### config.mk
export PLATFORM = sky130hd
export DESIGN_NAME = hdb3_rx_decoder
export DESIGN_NICKNAME = d
export VERILOG_FILES = /design/src/rtl/hdb3_rx_pkg.sv /design/src/rtl/hdb3_line_sampler.sv /design/src/rtl/hdb3_decode_core.sv /design/src/rtl/hdb3_sat_cnt.sv /design/src/rtl/hdb3_rx_decoder.sv
export SDC_FILE = /design/constraint.sdc
export NUM_CORES = 1
export LEC_CHECK = 0
export CORE_AREA = 5 5 88 90
export DETAILED_ROUTE_END_ITERATION = 8
export DIE_AREA = 0 0 93 95
export DONT_BUFFER_PORTS = 1
export GPL_ROUTABILITY_DRIVEN = 0
export PLACE_DENSITY = 0.64
export SLEW_MARGIN = 40
export SYNTH_ARGS = -nofsm -noshare
export SYNTH_HDL_FRONTEND = slang
export SYNTH_HIERARCHICAL = 1
export SYNTH_SLANG_ARGS = --single-unit
### constraint.sdc
create_clock -name clk_i -period 1.8 [get_ports clk_i]
set_input_delay 0.18 -clock clk_i [delete_from_list [all_inputs] [get_ports clk_i]]
set_output_delay 0.18 -clock clk_i [all_outputs]
set_load 0.01 [all_outputs]
### src/rtl/hdb3_rx_pkg.sv
package hdb3_rx_pkg;
  typedef struct packed {
    logic pos;
    logic neg;
  } rail_t;
endpackage

### src/rtl/hdb3_line_sampler.sv
module hdb3_line_sampler
  import hdb3_rx_pkg::*;
(
  input  logic  clk_i,
  input  logic  rst_ni,
  input  logic  edge_sel_i,
  input  rail_t rail_i,
  output rail_t sym_o,
  output logic  vld_o
);
  rail_t fall_q, sym_q;
  logic  vld_q;

  always_ff @(negedge clk_i or negedge rst_ni) begin
    if (!rst_ni) fall_q <= '0;
    else         fall_q <= rail_i;
  end

  // falling-edge capture is handed over at the next rising edge
  always_ff @(posedge clk_i or negedge rst_ni) begin
    if (!rst_ni) begin
      sym_q <= '0;
      vld_q <= 1'b0;
    end else begin
      sym_q <= edge_sel_i ? fall_q : rail_i;
      vld_q <= 1'b1;
    end
  end

  assign sym_o = sym_q;
  assign vld_o = vld_q;
endmodule

### src/rtl/hdb3_decode_core.sv
module hdb3_decode_core
  import hdb3_rx_pkg::*;
#(
  parameter int ZRUN_LIMIT = 3
) (
  input  logic  clk_i,
  input  logic  rst_ni,
  input  logic  vld_i,
  input  rail_t sym_i,
  input  logic  unipolar_i,
  input  logic  ami_mode_i,
  output logic  data_o,
  output logic  lcv_o,
  output logic  zrun_o
);
  localparam int ZW = $clog2(ZRUN_LIMIT + 1);

  logic [2:0]    dly_q;
  logic          out_q, lcv_q, zrun_q;
  logic          last_pol_q, last_v_pol_q, seen_mark_q, seen_v_q;
  logic [ZW-1:0] run_q;

  logic mark, pol, zero, hdb3, viol, pat_ok, alt_ok, sub_ok, lcv_d, new_bit, zr_hit;

  always_comb begin
    hdb3    = !unipolar_i && !ami_mode_i;
    mark    = unipolar_i ? sym_i.pos : (sym_i.pos | sym_i.neg);
    zero    = !mark;
    pol     = !sym_i.pos;  // 1 = negative mark
    viol    = !unipolar_i && mark && seen_mark_q && (pol == last_pol_q);
    pat_ok  = (dly_q == 3'b000) || (dly_q == 3'b100);
    alt_ok  = !seen_v_q || (pol != last_v_pol_q);
    sub_ok  = hdb3 && viol && pat_ok && alt_ok;
    lcv_d   = viol && !sub_ok;
    new_bit = mark && !sub_ok;
    zr_hit  = hdb3 && zero && (run_q == ZW'(ZRUN_LIMIT - 1));
  end

  always_ff @(posedge clk_i or negedge rst_ni) begin
    if (!rst_ni) begin
      dly_q        <= '0;
      out_q        <= 1'b0;
      lcv_q        <= 1'b0;
      zrun_q       <= 1'b0;
      last_pol_q   <= 1'b0;
      last_v_pol_q <= 1'b0;
      seen_mark_q  <= 1'b0;
      seen_v_q     <= 1'b0;
      run_q        <= '0;
    end else if (vld_i) begin
      // oldest bit is zeroed when the code is B00V
      out_q  <= sub_ok ? 1'b0 : dly_q[2];
      dly_q  <= {dly_q[1:0], new_bit};
      lcv_q  <= lcv_d;
      zrun_q <= zr_hit;
      if (zero) begin
        if (run_q != ZW'(ZRUN_LIMIT)) run_q <= run_q + 1'b1;
      end else begin
        run_q <= '0;
      end
      if (!unipolar_i && mark) begin
        last_pol_q  <= pol;
        seen_mark_q <= 1'b1;
      end
      if (viol) begin
        last_v_pol_q <= pol;
        seen_v_q     <= 1'b1;
      end
    end else begin
      lcv_q  <= 1'b0;
      zrun_q <= 1'b0;
    end
  end

  assign data_o = out_q;
  assign lcv_o  = lcv_q;
  assign zrun_o = zrun_q;
endmodule

### src/rtl/hdb3_sat_cnt.sv
module hdb3_sat_cnt #(
  parameter int W = 16
) (
  input  logic         clk_i,
  input  logic         rst_ni,
  input  logic         clr_i,
  input  logic         inc_i,
  output logic [W-1:0] cnt_o
);
  logic [W-1:0] cnt_q;

  always_ff @(posedge clk_i or negedge rst_ni) begin
    if (!rst_ni)                        cnt_q <= '0;
    else if (clr_i)                     cnt_q <= W'(inc_i);
    else if (inc_i && (cnt_q != '1))    cnt_q <= cnt_q + 1'b1;
  end

  assign cnt_o = cnt_q;
endmodule

### src/rtl/hdb3_rx_decoder.sv
module hdb3_rx_decoder
  import hdb3_rx_pkg::*;
#(
  parameter int CNT_W      = 16,
  parameter int ZRUN_LIMIT = 3,
  localparam int HALF_W    = CNT_W / 2
) (
  input  logic              clk_i,
  input  logic              rst_ni,
  input  logic              rx_edge_sel_i,
  input  logic              unipolar_i,
  input  logic              ami_mode_i,
  input  logic              rx_pos_i,
  input  logic              rx_neg_i,
  input  logic              sec_tick_i,
  output logic              data_o,
  output logic              lcv_o,
  output logic [HALF_W-1:0] evt_lo_o,
  output logic [HALF_W-1:0] evt_hi_o,
  output logic [HALF_W-1:0] sec_lo_o,
  output logic [HALF_W-1:0] sec_hi_o
);
  rail_t            rail, sym;
  logic             sym_vld, lcv, zrun;
  logic [CNT_W-1:0] evt_cnt, acc_cnt, hold_cnt;

  assign rail = '{pos: rx_pos_i, neg: rx_neg_i};

  hdb3_line_sampler u_smp (
    .clk_i      (clk_i),
    .rst_ni     (rst_ni),
    .edge_sel_i (rx_edge_sel_i),
    .rail_i     (rail),
    .sym_o      (sym),
    .vld_o      (sym_vld)
  );

  hdb3_decode_core #(.ZRUN_LIMIT(ZRUN_LIMIT)) u_dec (
    .clk_i      (clk_i),
    .rst_ni     (rst_ni),
    .vld_i      (sym_vld),
    .sym_i      (sym),
    .unipolar_i (unipolar_i),
    .ami_mode_i (ami_mode_i),
    .data_o     (data_o),
    .lcv_o      (lcv),
    .zrun_o     (zrun)
  );

  hdb3_sat_cnt #(.W(CNT_W)) u_evt (
    .clk_i  (clk_i),
    .rst_ni (rst_ni),
    .clr_i  (1'b0),
    .inc_i  (lcv),
    .cnt_o  (evt_cnt)
  );

  hdb3_sat_cnt #(.W(CNT_W)) u_acc (
    .clk_i  (clk_i),
    .rst_ni (rst_ni),
    .clr_i  (sec_tick_i),
    .inc_i  (lcv | zrun),
    .cnt_o  (acc_cnt)
  );

  always_ff @(posedge clk_i or negedge rst_ni) begin
    if (!rst_ni)         hold_cnt <= '0;
    else if (sec_tick_i) hold_cnt <= acc_cnt;
  end

  assign lcv_o    = lcv;
  assign evt_lo_o = evt_cnt[HALF_W-1:0];
  assign evt_hi_o = evt_cnt[CNT_W-1:HALF_W];
  assign sec_lo_o = hold_cnt[HALF_W-1:0];
  assign sec_hi_o = hold_cnt[CNT_W-1:HALF_W];
endmodule

Word-level counts from Yosys, hierarchy flattened
Cells that the tools add are included.

cells by class
  add/subtract/negate cells = 3
  equality and inequality tests = 7
  multiplexer cells = 9
  bitwise operators = 2
  reduce and logical (&&, ||, !) cells = 27

operators by type and width
  operator                 count
  $add A16 B1 Y16 const B  2
  $mux W16                 2
  $ne A16 B16 Y1 const B   2
  $logic_and A1 B1 Y1      13
  $logic_not A1 Y1         6
  $mux W2                  3
  $reduce_and A2 Y1        3
  $mux W1                  4
  $reduce_bool A2 Y1       2
  $eq A3 B3 Y1 const B     1
  $logic_not A3 Y1         1
  $add A2 B1 Y2 const B    1
  $eq A2 B2 Y1 const B     1
  $logic_or A1 B1 Y1       2
  $ne A2 B2 Y1 const B     1
  $or A1 B1 Y1             2
  $eq A1 B1 Y1             1
  $ne A1 B1 Y1             1

storage, ports and cells
  bits in registers = 65
  bits of input ports = 8
  output and inout bits = 34
  word-level logic and storage cells = 65

Logic depth before layout (Yosys ltp)
  word-level depth = 11
  mapped depth = 7
  mapped depth without buffers = 5

Modules after synthesis
The synthesis kept the hierarchy.

modules (own cells, without submodules)
  module             instances  cells each  area each (um^2)  seq. area each (um^2)
  hdb3_sat_cnt       2          102         959.7             400.4
  hdb3_rx_decoder    1          36          659.4             400.4
  hdb3_decode_core   1          52          593.1             300.3
  hdb3_line_sampler  1          8           151.4             125.1

==> flow_metrics.py <==
metrics = {
    "status": {
        "status": "finished, final reports clean",
    },
    "clock_network": {
        "cts_buffer_depth": 2,
        "numCtsBuffers": 9,
        "cts_root_buf": "clkbuf_8",
        "clkTransAtPathRegs_ns": 0.07,
        "insertion_delay_ns": 0.34,
        "cts_tree": "built",
        "htreeDepth": 3,
        "cts_sinks": 65,
        "postCtsSetupBuffers": 0,
    },
    "logic_synthesis": {
        "yosysSeqAreaShare": 0.4895,
        "synth_area_um2": 3323,
        "synth_cell_types": 55,
        "synth_seq_cells": 65,
        "ys.warnings.count": 6,
        "synthArstFlopShare": 1.000,
        "syn_area_per_cell_um2": 11.08,
        "synth-main-ff-cell": "dfrtp_1",
        "synthCells": 300,
        "synth_edf_count": 0,
    },
    "critical_path": {
        "cp_data_required_time_ns": 2.03,
        "crit_fanout": 3,
        "cp.arrival_ns": 1.92,
        "start_kind": "register",
        "worstSetupPathType": "register to register",
        "end_kind": "register",
    },
    "timing": {
        "period_needed_ns": 1.693,
        "fin_worst_skew_ns": 0.01082,
        "drv_slew": 0,
        "setup_viol_count_final": 0,
        "tightest_slew_ns": 0.5329,
        "setup_ws_ns": 0.1073,
        "hold_slack_ns": 0.02470,
        "maxSlewHeadroom": 0.6418,
        "final.setup.tns_ns": 0,
        "max_freq_mhz": 590.8,
        "hold_viol_final": 0,
        "min_period_over_period": 0.9404,
        "rsz0062_at_grt": "no",
    },
    "min_path": {
        "hp-class": "primary input to register",
    },
    "layout": {
        "layout-drive-gt1-share": 0.2725,
        "final_util": 0.5570,
        "layout_commonest_cell": "dfrtp_1",
        "n_antenna_cell": 0,
        "layoutNonFillerInstCount": 427,
        "final_cell_mix": "62 x dfrtp_1, 34 x buf_4, 27 x nor2_1",
        "area.growth.synth_to_final_pct": 17.02,
        "num-fill-cells": 607,
        "nets": 354,
    },
    "global_routing": {
        "grt_pass1_vias": 2472,
        "grt_max_degree": 64,
        "gr-total-overflow": 0,
        "antenna_found_initial": 1,
        "grt_usage": 0.1691,
        "grt_pass1_wl_um": 11700,
    },
    "route": {
        "vias": 2457,
        "route.detailed.drc": 0,
        "wl_per_cell_um": 16.15,
        "drtIter0Drc": 140,
        "drtPass1Iterations": 4,
        "wirelength_um": 6894,
        "routed_via_density": 5.754,
        "postRouteAntennaNets": 0,
    },
    "floorplanning": {
        "die_y_um": 95,
        "rows": 31,
        "ioPinCount": 42,
        "core_area_um2": 6982,
        "die_w_um": 93,
        "dieArea_um2": 8835,
        "start_util": 0.4760,
    },
    "place": {
        "pre_cts_ws_ns": 0.1106,
        "dp.cells": 405,
        "dp_hpwl_um": 4638,
        "port-buffer-count": 0,
    },
    "power": {
        "ir_drop_uv": 559.9,
        "power_density_nw_per_um2": 746.1,
        "p_leak_nw": 1.674,
    },
    "run": {
        "cap_violations": 0,
    },
}
==> path summary, 6_finish.rpt <==
check                                from           endpoint  slack [ns]  cells past startpoint
max                        u_evt/cnt_o[0]     u_evt/cnt_o[6]        0.11                      5
min                            unipolar_i  u_dec/seen_mark_q        0.02                      2
max reg2reg                u_evt/cnt_o[0]     u_evt/cnt_o[6]        0.11                      5
min reg2reg                u_dec/seen_v_q     u_dec/seen_v_q        0.50                      1
max in group asynchronous          rst_ni     u_acc/cnt_o[1]        1.17                      2
min in group asynchronous          rst_ni    u_smp/fall_q[1]        0.34                      0
==> power by group <==
| group | internal, mW | leakage [nW] | total, mW | switching, mW |
|---|---|---|---|---|
| clock | 0.599 | 0.0886 | 1.10 | 0.505 |
| sequential | 1.52 | 0.861 | 1.57 | 0.0501 |
| combinational | 0.107 | 0.725 | 0.229 | 0.122 |
| total | 2.22 | 1.67 | 2.90 | 0.677 |
==> synth_stat cells, types with 3 or more instances <==
library cell   n  area [um^2]
buf_2          4        20.02
ha_1           4        50.05
nand4_1        8        50.05
and4_1         3        26.28
a21oi_1       16        80.08
nand2_1       10        37.54
o21ai_0        6        30.03
nor2_1        27        101.4
dfrtp_1       63         1577
nor3_1        10        50.05
mux2_2        16        180.2
nor4_1         6        37.54
mux2_4        10        150.1
nand3_1       10        50.05
o41ai_1        6        52.55
nor2b_1        9        56.30
inv_1         13        48.80
nand3b_1       3        22.52
mux2i_1        4        40.04
or4_1          5        37.54
a211oi_1       5        37.54
a41oi_1        3        26.28
nand2b_1       3        18.77
o311ai_0       4        35.03
==> metrics by stage <==
stage,cell area (um^2),total power [mW]
after floorplan,3334,1.736
after global placement,3600,1.757
after detailed placement,3600,1.761
after CTS,3870,2.949
after global routing,3889,3.050
final,3889,2.901
==> per-layer routing <==
metal / GRT usage / vias up / part of all wire
met3: 0.06375 / 9 / 0.079
met2: 0.2484 / 63 / 0.45
met1: 0.2229 / 1186 / 0.46
li1: - / 1199 / -
met5: 0 / - / 0
met4: 0.07448 / 0 / 0.013
==> worst max-delay path: stages (launching register included) <==
cell and delay [ns]:
dfrtp_2 0.36, ha_2 0.17, inv_1 0.05, or4_1 0.55, nand3_1 0.12, mux2_1 0.33
==> layout make-up <==
| class | count | area, um^2 | area share |
|---|---|---|---|
| Sequential cell | 65 | 1628 | 0.4186 |
| Multi-Input combinational cell | 210 | 1570 | 0.4038 |
| Timing Repair Buffer | 42 | 362.8 | 0.09331 |
| Clock buffer | 14 | 172.7 | 0.04440 |
| Tap cell | 82 | 102.6 | 0.02638 |
| Inverter | 14 | 52.55 | 0.01351 |
==> state kept, by name, summed over array words and instances, names as in the netlist, 2 cells and up <==
register,cells
hold_cnt,16
u_acc/cnt_o,16
u_evt/cnt_o,16
u_dec/dly_q,3
u_dec/run_q,2
u_smp/fall_q,2
u_smp/sym_o,2
==> kinds of logic (layout without fill, tap and decap cells) <==
kind of cell    Yosys count  in the layout  synth area share
mux                      32             32            0.1182
other cells               2              4          0.002260
fa+ha+maj                 4              4           0.01506
buf+inv                  27             70           0.04367
simple gates            116            116            0.2150
xor+xnor                  1              1          0.002636
compound gates           53             53            0.1137
flops                    65             65            0.4895
==> timing repair <==
| action | 4_1_cts | 5_1_grt |
|---|---|---|
| hold buffers | 7 | 1 |
| endpoints found under the hold margin | 91 | 1 |
| resized for setup | 0 | 1 |
| endpoints found under the setup margin | 0 | 1 |
No activity file was read; power rests on OpenSTA's default activity.
